===== src/rtl/i2cs_pkg.sv =====
package i2cs_pkg;
  typedef enum logic [1:0] {
    RES_OK    = 2'd0,
    RES_NODEV = 2'd1,
    RES_IOERR = 2'd2
  } res_e;

  localparam logic [7:0] ST_START   = 8'h08;
  localparam logic [7:0] ST_RSTART  = 8'h10;
  localparam logic [7:0] ST_WA_ACK  = 8'h18;
  localparam logic [7:0] ST_WA_NAK  = 8'h20;
  localparam logic [7:0] ST_WD_ACK  = 8'h28;
  localparam logic [7:0] ST_WD_NAK  = 8'h30;
  localparam logic [7:0] ST_RA_ACK  = 8'h40;
  localparam logic [7:0] ST_RA_NAK  = 8'h48;
  localparam logic [7:0] ST_RD_ACK  = 8'h50;
  localparam logic [7:0] ST_RD_NAK  = 8'h58;
  localparam logic [7:0] ST_WA2_ACK = 8'hD0;
  localparam logic [7:0] ST_RA2_ACK = 8'hE0;
endpackage


===== src/rtl/i2cs_addr_form.sv =====
module i2cs_addr_form #(
  parameter int ADDR_W = 10
) (
  input  logic [ADDR_W-1:0] addr,
  input  logic              ten,
  input  logic              rd,
  output logic [7:0]        first_b,
  output logic [7:0]        second_b
);
  localparam logic [7:0] TEN_PREFIX = 8'hF0;

  always_comb begin
    if (ten) begin
      first_b  = TEN_PREFIX | {5'd0, addr[9:8], 1'b0} | {7'd0, rd};
      second_b = addr[7:0];
    end else begin
      first_b  = {addr[6:0], rd};
      second_b = 8'd0;
    end
  end
endmodule


===== src/rtl/i2cs_byte_cnt.sv =====
module i2cs_byte_cnt #(
  parameter int LEN_W = 8
) (
  input  logic             clk,
  input  logic             rst_n,
  input  logic             load,
  input  logic [LEN_W-1:0] len,
  input  logic             adv,
  output logic [LEN_W-1:0] remain,
  output logic [LEN_W-1:0] pos
);
  localparam logic [LEN_W-1:0] ZERO = '0;
  localparam logic [LEN_W-1:0] ONE  = LEN_W'(1);

  always_ff @(posedge clk) begin
    if (!rst_n) begin
      remain <= ZERO;
      pos    <= ZERO;
    end else if (load) begin
      remain <= len;
      pos    <= ZERO;
    end else if (adv) begin
      if (remain != ZERO) remain <= remain - ONE;
      pos <= pos + ONE;
    end
  end
endmodule


===== src/rtl/i2c_xfer_seq.sv =====
module i2c_xfer_seq
  import i2cs_pkg::*;
#(
  parameter int LEN_W  = 8,
  parameter int ADDR_W = 10
) (
  input  logic              clk,
  input  logic              rst_n,
  input  logic              req_valid,
  output logic              req_ready,
  input  logic [ADDR_W-1:0] req_addr,
  input  logic              req_ten,
  input  logic              req_rd,
  input  logic [LEN_W-1:0]  req_len,
  input  logic              abort_i,
  input  logic [7:0]        eng_status,
  input  logic              eng_iflg,
  input  logic [7:0]        eng_rdata,
  output logic              data_we,
  output logic [7:0]        data_out,
  output logic              ctl_we,
  output logic              ctl_start,
  output logic              ctl_stop,
  output logic              ctl_ack,
  output logic              ctl_inten,
  output logic              eng_reinit,
  output logic [LEN_W-1:0]  buf_idx,
  input  logic [7:0]        buf_rdata,
  output logic              buf_wr,
  output logic [7:0]        buf_wdata,
  output logic              done,
  output logic [1:0]        result
);
  localparam logic [LEN_W-1:0] ZERO = '0;
  localparam logic [LEN_W-1:0] ONE  = LEN_W'(1);
  localparam logic [LEN_W-1:0] TWO  = LEN_W'(2);

  logic              busy, armed, act, accept;
  logic [ADDR_W-1:0] addr_q;
  logic              ten_q, rd_q;
  logic              ack_en, inten, adv_q;
  logic [LEN_W-1:0]  remain, pos;
  logic [7:0]        first_b, second_b;

  logic d_send1, d_send2, d_data, d_cont, d_store, d_stop;
  logic d_clr_ack, d_adv, d_reinit;
  res_e d_res;

  assign act       = eng_iflg && armed;
  assign req_ready = !busy && !act;
  assign accept    = req_valid && req_ready;
  assign buf_idx   = pos;
  assign ctl_ack   = ack_en;
  assign ctl_inten = inten;

  i2cs_addr_form #(.ADDR_W(ADDR_W)) u_addr (
    .addr(addr_q), .ten(ten_q), .rd(rd_q),
    .first_b(first_b), .second_b(second_b)
  );

  i2cs_byte_cnt #(.LEN_W(LEN_W)) u_cnt (
    .clk(clk), .rst_n(rst_n), .load(accept), .len(req_len),
    .adv(adv_q), .remain(remain), .pos(pos)
  );

  // Step selection from the engine status code
  always_comb begin
    d_send1 = 1'b0; d_send2 = 1'b0; d_data = 1'b0; d_cont = 1'b0;
    d_store = 1'b0; d_stop = 1'b0; d_clr_ack = 1'b0; d_adv = 1'b0;
    d_reinit = 1'b0; d_res = RES_OK;
    if (act) begin
      if (!busy) begin
        d_stop = 1'b1;
      end else begin
        case (eng_status)
          ST_START, ST_RSTART: d_send1 = 1'b1;
          ST_WA_ACK, ST_WA2_ACK, ST_WD_ACK: begin
            if (ten_q && eng_status == ST_WA_ACK) d_send2 = 1'b1;
            else if (remain == ZERO || (abort_i && pos != ZERO)) d_stop = 1'b1;
            else begin
              d_data = 1'b1;
              d_adv  = 1'b1;
            end
          end
          ST_RA_ACK, ST_RA2_ACK: begin
            if (ten_q && eng_status == ST_RA_ACK) d_send2 = 1'b1;
            else if (remain == ZERO) d_stop = 1'b1;
            else begin
              d_cont    = 1'b1;
              d_clr_ack = (remain == ONE) || abort_i;
            end
          end
          ST_RD_ACK: begin
            d_store   = 1'b1;
            d_adv     = 1'b1;
            d_cont    = 1'b1;
            d_clr_ack = (remain == TWO) || abort_i;
          end
          ST_RD_NAK: begin
            d_store = 1'b1;
            d_adv   = 1'b1;
            d_stop  = 1'b1;
          end
          ST_WA_NAK, ST_WD_NAK, ST_RA_NAK: begin
            d_stop = 1'b1;
            d_res  = RES_NODEV;
          end
          default: begin
            d_stop   = 1'b1;
            d_reinit = 1'b1;
            d_res    = RES_IOERR;
          end
        endcase
      end
    end
  end

  always_ff @(posedge clk) begin
    if (!rst_n) begin
      busy <= 1'b0; armed <= 1'b1;
      addr_q <= '0; ten_q <= 1'b0; rd_q <= 1'b0;
      ack_en <= 1'b0; inten <= 1'b0; adv_q <= 1'b0;
      data_we <= 1'b0; data_out <= 8'd0;
      ctl_we <= 1'b0; ctl_start <= 1'b0; ctl_stop <= 1'b0;
      eng_reinit <= 1'b0; buf_wr <= 1'b0; buf_wdata <= 8'd0;
      done <= 1'b0; result <= RES_OK;
    end else begin
      if (act) armed <= 1'b0;
      else if (!eng_iflg) armed <= 1'b1;

      data_we    <= d_send1 | d_send2 | d_data;
      ctl_we     <= accept | d_send1 | d_send2 | d_data | d_cont | d_stop;
      ctl_start  <= accept;
      ctl_stop   <= d_stop;
      buf_wr     <= d_store;
      adv_q      <= d_adv;
      eng_reinit <= d_reinit;
      done       <= 1'b0;

      if (d_send1)      data_out <= first_b;
      else if (d_send2) data_out <= second_b;
      else if (d_data)  data_out <= buf_rdata;
      if (d_store) buf_wdata <= eng_rdata;

      if (accept) begin
        busy   <= 1'b1;
        addr_q <= req_addr;
        ten_q  <= req_ten;
        rd_q   <= req_rd;
        ack_en <= 1'b1;
        inten  <= 1'b1;
        result <= RES_OK;
      end else begin
        if (d_clr_ack) ack_en <= 1'b0;
        if (d_stop) begin
          inten <= 1'b0;
          if (busy) begin
            busy   <= 1'b0;
            done   <= 1'b1;
            result <= d_res;
          end
        end
      end
    end
  end
endmodule


===== config.mk =====
export PLATFORM = sky130hd
export DESIGN_NAME = i2c_xfer_seq
export DESIGN_NICKNAME = d
export VERILOG_FILES = /design/src/rtl/i2cs_pkg.sv /design/src/rtl/i2cs_addr_form.sv /design/src/rtl/i2cs_byte_cnt.sv /design/src/rtl/i2c_xfer_seq.sv
export SDC_FILE = /design/constraint.sdc
export NUM_CORES = 1
export LEC_CHECK = 0
export BUFFER_PORTS_ARGS = -buffer_cell sky130_fd_sc_hd__buf_4
export CELL_PAD_IN_SITES_DETAIL_PLACEMENT = 1
export CELL_PAD_IN_SITES_GLOBAL_PLACEMENT = 1
export CORE_MARGIN = 1
export CORE_UTILIZATION = 30
export CTS_CLUSTER_DIAMETER = 80
export DETAILED_ROUTE_END_ITERATION = 12
export GPL_TIMING_DRIVEN = 0
export PLACE_DENSITY = 0.78
export SLEW_MARGIN = 10
export SYNTH_ARGS = -nofsm -noshare
export SYNTH_HDL_FRONTEND = slang
export SYNTH_SLANG_ARGS = --single-unit

===== constraint.sdc =====
create_clock -name clk -period 2.4 [get_ports clk]
set_input_delay 0.48 -clock clk [delete_from_list [all_inputs] [get_ports clk]]
set_output_delay 0.48 -clock clk [all_outputs]
set_load 0.03 [all_outputs]

==> results by group, run 1 <==
Status
  • Status: completed

GRT
  • Total track usage: 18.6%
  • First-pass GRT wire length: 14,200 um
  • Vias in the first global route: 2,919
  • Initial antenna violation count: 0
  • Grt total ovfl: 0
  • Largest net degree at the start of global routing: 13

Power
  • Pwr Total: 2.36 mW
  • Sequential share of power: 42.4%
  • P_int: 1.70 mW
  • Clock network power share: 44.3%
  • Peak supply drop: 0.000303 V
  • Psw: 660 uW
  • Sw frac: 27.9%
  • Gate power share: 13.3%
  • Lkg Pwr: 1.59 nW
  • Power per Cell Area: 606 nW/um2

Worst setup path
  • Crit Path Category: flop to flop
  • Crit path DAT: 2.57 ns
  • Setup crit end kind: flop
  • Max incr delay on CP: 0.47 ns
  • R2R cell count: 9
  • Crit-path cells: inv_1 -> ha_1 -> or4b_4 -> o41ai_4 -> and2_4 -> a31oi_4 -> buf_6 -> a211o_1 -> a21oi_1
  • CP Max Fanout: 7
  • R2R Path Start: u_cnt.pos[0]$_SDFFE_PP0P_
  • CP max stage cell: or4b_4
  • CP Launch Type: flop
  • R2R Path End: data_out[0]$_SDFFE_PN0P_
  • WP data required: 2.68 ns
  • Worst R2R Setup Slack: 0.10 ns

Synth
  • Post-synth EDFFs: 0
  • Ranking of synthesized cells by area: dfxtp_1, nand2_1, nor2_1
  • Top cell type by total area after synthesis: dfxtp_1
  • Yosys cell types: 57
  • Cells after synthesis: 340
  • Primary FF master, synth: dfxtp_1
  • Mapped cell area: 2850 um2
  • Warnings from Yosys: 0
  • Synth Register Bits: 57
  • Register area share after synthesis: 40.0%
  • Synth Area per Inst: 8.39 um2
  • Share of the synthesized area in the top cell type: 40.0%
  • Asr flop ratio synth: 0%
  • Mapped Nets: 394

Clock tree
  • Clock Tree Root: clkbuf_8
  • CTS Buf Count: 9
  • Worst-path clk slew: 0.07 ns
  • CTS H-tree lvls: 3
  • Sink Count: 57
  • Maximum root-to-sink buffer count: 2
  • Clk_lat worst skew: 0.35 ns
  • CTS tree: done
  • Hold buffers post-CTS: 0

Die
  • Initial Util: 30.9%
  • Core area: 9240 um2
  • I/O Pins: 85
  • Row count: 35
  • Die Ht: 99.5 um
  • Die X: 99.5 um
  • Die area: 9910 um2

Min path
  • HP Start: eng_iflg
  • Worst Hold Class: input port to flop
  • Hold EP: armed$_SDFFE_PN1P_
  • Hold path depth: 2

Routing
  • DRT iter0 DRCs: 77
  • Vias per Instance: 4.96
  • Per-cell routed wire length: 15.6 um
  • Pre-Repair DR Iteration Count: 4
  • Final wirelength: 8860 um
  • Drt drc: 0
  • DR vias: 2,816
  • Final ANT Viol Nets: 0

Timing
  • Final setup vio count: 0
  • Slew margin rel.: 59.0%
  • Max frequency: 0.436 GHz
  • Setup_tns: 0 ns
  • Final Worst Setup Slack: 0.104 ns
  • Worst slew pin tran: 0.614 ns
  • RSZ-0062 raised after global routing: no
  • Final Hold Viols: 0
  • Clock Skews: 0.00953 ns
  • Final min period: 2.30 ns
  • Crit share post-route: 95.7%
  • Fin. max-slew vios: 0

Final layout
  • # nets final: 488
  • Utilization after layout: 42.2%
  • Layout area overhead: 36.7%
  • Share of post-route cells with drive strength above 1: 29.8%
  • Diode count: 0
  • FILL cells: 1,110

Placement
  • Final HPWL DP: 6540 um
  • Port bufs: 81
  • Pre-CTS WS: -0.206 ns
  • Gp weighted congestion: 0.807

Run
  • Max-Cap Viols: 0
[state kept, by name, indices dropped and copies added, names as in the netlist]
| signal | cells |
|---|---|
| ctl_we | 1 |
| done | 1 |
| ctl_ack | 1 |
| adv_q | 1 |
| ctl_start | 1 |
| data_we | 1 |
| data_out | 8 |
| ctl_stop | 1 |
| rd_q | 1 |
| buf_wdata | 8 |
| ten_q | 1 |
| u_cnt.pos | 8 |
| eng_reinit | 1 |
| armed | 1 |
| u_cnt.remain | 8 |
| result | 2 |
| buf_wr | 1 |
| addr_q | 10 |
| ctl_inten | 1 |
[cell usage in the layout, fill, tap and decap left out, types with 7 or more instances in the layout]
master / synthesis / routed
buf_4: 0 / 83
dfxtp_1: 57 / 55
nand2_1: 48 / 48
nor2_1: 41 / 41
a21oi_1: 28 / 28
clkbuf_1: 15 / 15
mux2i_1: 14 / 14
o21ai_0: 11 / 11
nand3_1: 10 / 10
inv_1: 9 / 9
mux2_2: 9 / 9
clkbuf_8: 0 / 9
xnor2_1: 7 / 7
xor2_1: 7 / 7
[synth_stat cells, types with 2 or more instances]
| master | number |
|---|---|
| a31oi_1 | 3 |
| or4_1 | 2 |
| nand4b_1 | 3 |
| a211oi_1 | 5 |
| and2_1 | 2 |
| nand2_1 | 48 |
| or3_1 | 7 |
| nand3_1 | 10 |
| dfxtp_1 | 57 |
| buf_2 | 3 |
| nor2_1 | 41 |
| ha_1 | 5 |
| clkbuf_1 | 15 |
| buf_6 | 3 |
| xnor2_1 | 7 |
| and3_1 | 2 |
| nor4_1 | 3 |
| nor3_1 | 3 |
| a21oi_1 | 28 |
| nand4_1 | 4 |
| o22ai_1 | 5 |
| mux2i_1 | 14 |
| o32ai_1 | 2 |
| xor2_1 | 7 |
| mux2_2 | 9 |
| a211o_1 | 2 |
| inv_1 | 9 |
| a2111o_1 | 2 |
| o21ai_0 | 11 |
[power groups by stage]
stage	logic, mW	registers, mW	clock network, mW
floorplan	0.160	1.03	0
global placement	0.297	1.02	0
detailed placement	0.307	1.02	0
CTS	0.314	1.00	1.07
global route	0.343	1.01	1.11
finish	0.315	1.00	1.05
[per-layer routing]
metal | track usage, % | vias to the layer above | routed length (um)
met5 | 0 | - | 0
met1 | 22.1 | 1324 | 3960
li1 | - | 1389 | -
met3 | 3.23 | 21 | 361
met2 | 32.3 | 82 | 4310
met4 | 9.16 | 0 | 221
[per-stage QoR]
step                hold WS (ns)  instances  cell area (um2)
floorplan                  0.433        340             2850
global placement           0.441        550             3620
detailed placement         0.452        550             3620
CTS                        0.309        568             3900
global route               0.326        568             3900
finish                     0.324        568             3900
[how the worst max path moves through the flow]
| stage | from | end | slack (ns) | cells after the start |
|---|---|---|---|---|
| after floorplan | u_cnt.pos[0]$_SDFFE_PP0P_ | data_out[7]$_SDFFE_PN0P_ | 0.16 | 8 |
| after global placement | eng_status[1] | data_out[2]$_SDFFE_PN0P_ | -0.15 | 8 |
| after detailed placement | eng_status[1] | data_out[2]$_SDFFE_PN0P_ | -0.21 | 8 |
| after CTS | u_cnt.pos[0]$_SDFFE_PP0P_ | data_out[0]$_SDFFE_PN0P_ | -0.002 | 9 |
| after global routing | eng_status[1] | data_out[1]$_SDFFE_PN0P_ | 0.003 | 8 |
| final | u_cnt.pos[0]$_SDFFE_PP0P_ | data_out[0]$_SDFFE_PN0P_ | 0.10 | 9 |
[critical path: cells and delay by family (launching register included)]
kind	cells	cell delay, ns
AO/OA/AOI/OAI	4	0.78
AND/OR/NAND/NOR	2	0.71
flip-flops	1	0.36
buffers and inverters	2	0.24
adder cells (fa/ha/maj)	1	0.14
[layout make-up]
class                           count  area [um2]  share of cell area, %
Multi-Input combinational cell    251        1600                   41.0
Sequential cell                    57        1140                   29.3
Timing Repair Buffer               83         623                   16.0
Tap cell                          129         161                   4.14
Clock buffer                        9         124                   3.17
Buffer                             22         109                   2.79
Clock inverter                      7         103                   2.63
Inverter                           10        37.5                  0.962
[what timing repair did]
item,4_1_cts,5_1_grt
cloned,0,0
setup buffers,2,0
endpoints found under the setup margin,8,11
gates resized for setup,7,1
pin swaps,3,2
[cells by family (layout without fill, tap and decap cells)]
family                   Yosys count  in the layout  synth area share (%)
adder cells (fa/ha/maj)            5              5                  2.19
XOR/XNOR                          14             14                  4.30
buffers and inverters             32            131                  5.13
flip-flops                        57             57                  40.0
multiplexers                      23             23                  8.46
AND/OR/NAND/NOR                  135            135                  22.6
AO/OA/AOI/OAI                     74             74                  17.4
No activity file was read; power rests on OpenSTA's default activity.
==> inputs of run 2 (changes only) <==
- CORE_UTILIZATION: 30 -> 37
- PLACE_DENSITY: 0.78 -> 0.91
==> run 2 against run 1 <==
Register-to-register slack got worse by 0.07 ns. Hold slack improved by 0.014 ns. Die area decreased by 19%. Utilization increased by 11 points. Cell area increased by 0.55%. First-iteration DRC count increased by 150%. Critical path type unchanged. Largest cell class unchanged. Largest power group unchanged.
==> results by group, run 2 (synthesized netlist as in run 1, its figures left out) <==
GRT
  • Largest net degree at the start of global routing: 13 (unchanged)
  • Initial antenna violation count: 0 (unchanged)
  • Total track usage: 22.3% (+3.7 points)
  • Grt total ovfl: 0 (unchanged)
  • Vias in the first global route: 2,954 (+1.2%)
  • First-pass GRT wire length: 14,400 um (+1.6%)

Timing
  • Clock Skews: 0.0147 ns (+0.00514 ns)
  • Final Hold Viols: 0 (unchanged)
  • Final Worst Setup Slack: 0.0364 ns (-0.0678 ns)
  • Worst slew pin tran: 0.609 ns (-0.00485 ns)
  • Max frequency: 0.423 GHz (-2.9%)
  • RSZ-0062 raised after global routing: yes
  • Fin. max-slew vios: 0 (unchanged)
  • Crit share post-route: 98.5% (+2.8 points)
  • Final min period: 2.36 ns (+0.0678 ns)
  • Final setup vio count: 0 (unchanged)
  • Setup_tns: 0 ns (unchanged)
  • Slew margin rel.: 59.4% (+0.40 points)

Worst setup path
  • CP Max Fanout: 7 (unchanged)
  • Crit Path Category: flop to flop
  • Crit path DAT: 2.57 ns (about the same)
  • Setup crit end kind: flop
  • WP data required: 2.61 ns (-0.07 ns)
  • R2R Path Start: u_cnt.pos[0]$_SDFFE_PP0P_
  • CP Launch Type: flop
  • Critical Path Source: u_cnt.pos[0]$_SDFFE_PP0P_
  • Worst R2R Setup Slack: 0.04 ns (-0.07 ns)

Routing
  • Vias per Instance: 5.36 (+8.2%)
  • Pre-Repair DR Iteration Count: 5 (+1)
  • Drt drc: 0 (unchanged)
  • DR vias: 2,891 (+2.7%)
  • Per-cell routed wire length: 17.3 um (+11%)
  • Final ANT Viol Nets: 0 (unchanged)
  • DRT iter0 DRCs: 190 (+150%)
  • Final wirelength: 9340 um (+5.5%)

Die
  • I/O Pins: 85 (unchanged)
  • Die Ht: 89.8 um (-9.8%)
  • Die X: 89.8 um (-9.8%)
  • Core area: 7370 um2 (-20%)
  • Initial Util: 38.7% (+7.8 points)
  • Die area: 8070 um2 (-19%)
  • Row count: 31 (-11%)

Placement
  • Final HPWL DP: 6400 um (-2.1%)
  • Gp weighted congestion: 0.816 (+1.2%)
  • Pre-CTS WS: -0.124 ns (+0.0826 ns)
  • Placed cells: 520 (-5.5%)
  • Port bufs: 81 (unchanged)

Final layout
  • FILL cells: 902 (-19%)
  • Most frequent cells in the layout: buf_4, dfxtp_1, nand2_1
  • Diode count: 0 (unchanged)
  • Non-Filler Instances: 539 (-5.1%)
  • Layout area overhead: 37.5%
  • # nets final: 489 (+0.20%)
  • Max FFs per register: 10 (unchanged)
  • Top reg by flops: addr_q
  • Share of post-route cells with drive strength above 1: 30.9% (+1.1 points)
  • Most common cell after layout, fill and taps aside: buf_4

Power
  • Power per Cell Area: 629 nW/um2 (+3.8%)
  • Peak supply drop: 0.000370 V (+22%)
  • Lkg Pwr: 1.62 nW (+2.0%)

Clock tree
  • Sink Count: 57 (unchanged)
  • CTS tree: done
  • Maximum root-to-sink buffer count: 2 (unchanged)
  • Clk_lat worst skew: 0.35 ns (about the same)
  • CTS Buf Count: 9 (unchanged)
  • Clock Tree Root: clkbuf_8
  • Worst-path clk slew: 0.08 ns (about the same)
  • CTS H-tree lvls: 3 (unchanged)

Status
  • Status: completed

Min path
  • HP Start: eng_iflg
  • Worst Hold Class: input port to flop

Run
  • Max-Cap Viols: 0 (unchanged)
[run 2: report_power, final]
group          leakage [nW]  internal (mW)  switching (mW)  total [mW]
Clock                 0.124          0.700           0.443        1.14
Sequential            0.465          0.974          0.0285        1.00
Combinational          1.03          0.134           0.186       0.320
[run 2: critical path, cell delays in order, from the launching register on]
cell and delay [ns]:
dfxtp_4 0.37, inv_2 0.05, ha_1 0.12, or4b_4 0.46, o41ai_4 0.38, and2_4 0.24, a31oi_4 0.13, buf_6 0.18
buf_12 0.13, nand2_1 0.09, a21oi_2 0.06
[run 2: path summary, 6_finish.rpt]
path                                    to  cells after the start
setup reg to reg  data_out[4]$_SDFFE_PN0P_                     10
hold reg to reg     addr_q[3]$_SDFFE_PN0P_                      2
setup / recovery  data_out[4]$_SDFFE_PN0P_                     10
hold / removal          armed$_SDFFE_PN1P_                      2
[run 2: layer usage]
metal | global-route usage, % | vias to the layer above | share of wire [%]
li1 | - | 1390 | -
met1 | 27.5 | 1392 | 43
met2 | 38.1 | 92 | 51
met3 | 3.89 | 17 | 3.9
met4 | 9.43 | 0 | 1.9
met5 | 0 | - | 0
[run 2: layout make-up]
type	count	area, um2	area share [%]
Multi-Input combinational cell	251	1610	41.1
Inverter	10	37.5	0.957
Clock inverter	7	125	3.19
Tap cell	99	124	3.16
Timing Repair Buffer	84	643	16.4
Sequential cell	57	1150	29.3
Buffer	22	109	2.77
Clock buffer	9	124	3.16
[run 2: repair_timing]
action	in CTS	in global routing
setup buffers	0	3
hold buffers	0	0
gates resized for setup	3	11
setup endpoints to repair	5	10
pin swaps	0	12
gates cloned	0	0
[run 2: through the flow]
stage	instance area (um2)	hold slack, ns	util [%]	power, mW
floorplan	2850	0.433	-	1.19
global placement	3590	0.442	48.7	1.31
detailed placement	3590	0.450	48.7	1.33
CTS	3850	0.328	52.2	2.47
global route	3920	0.326	53.2	2.56
finish	3920	0.338	53.2	2.47
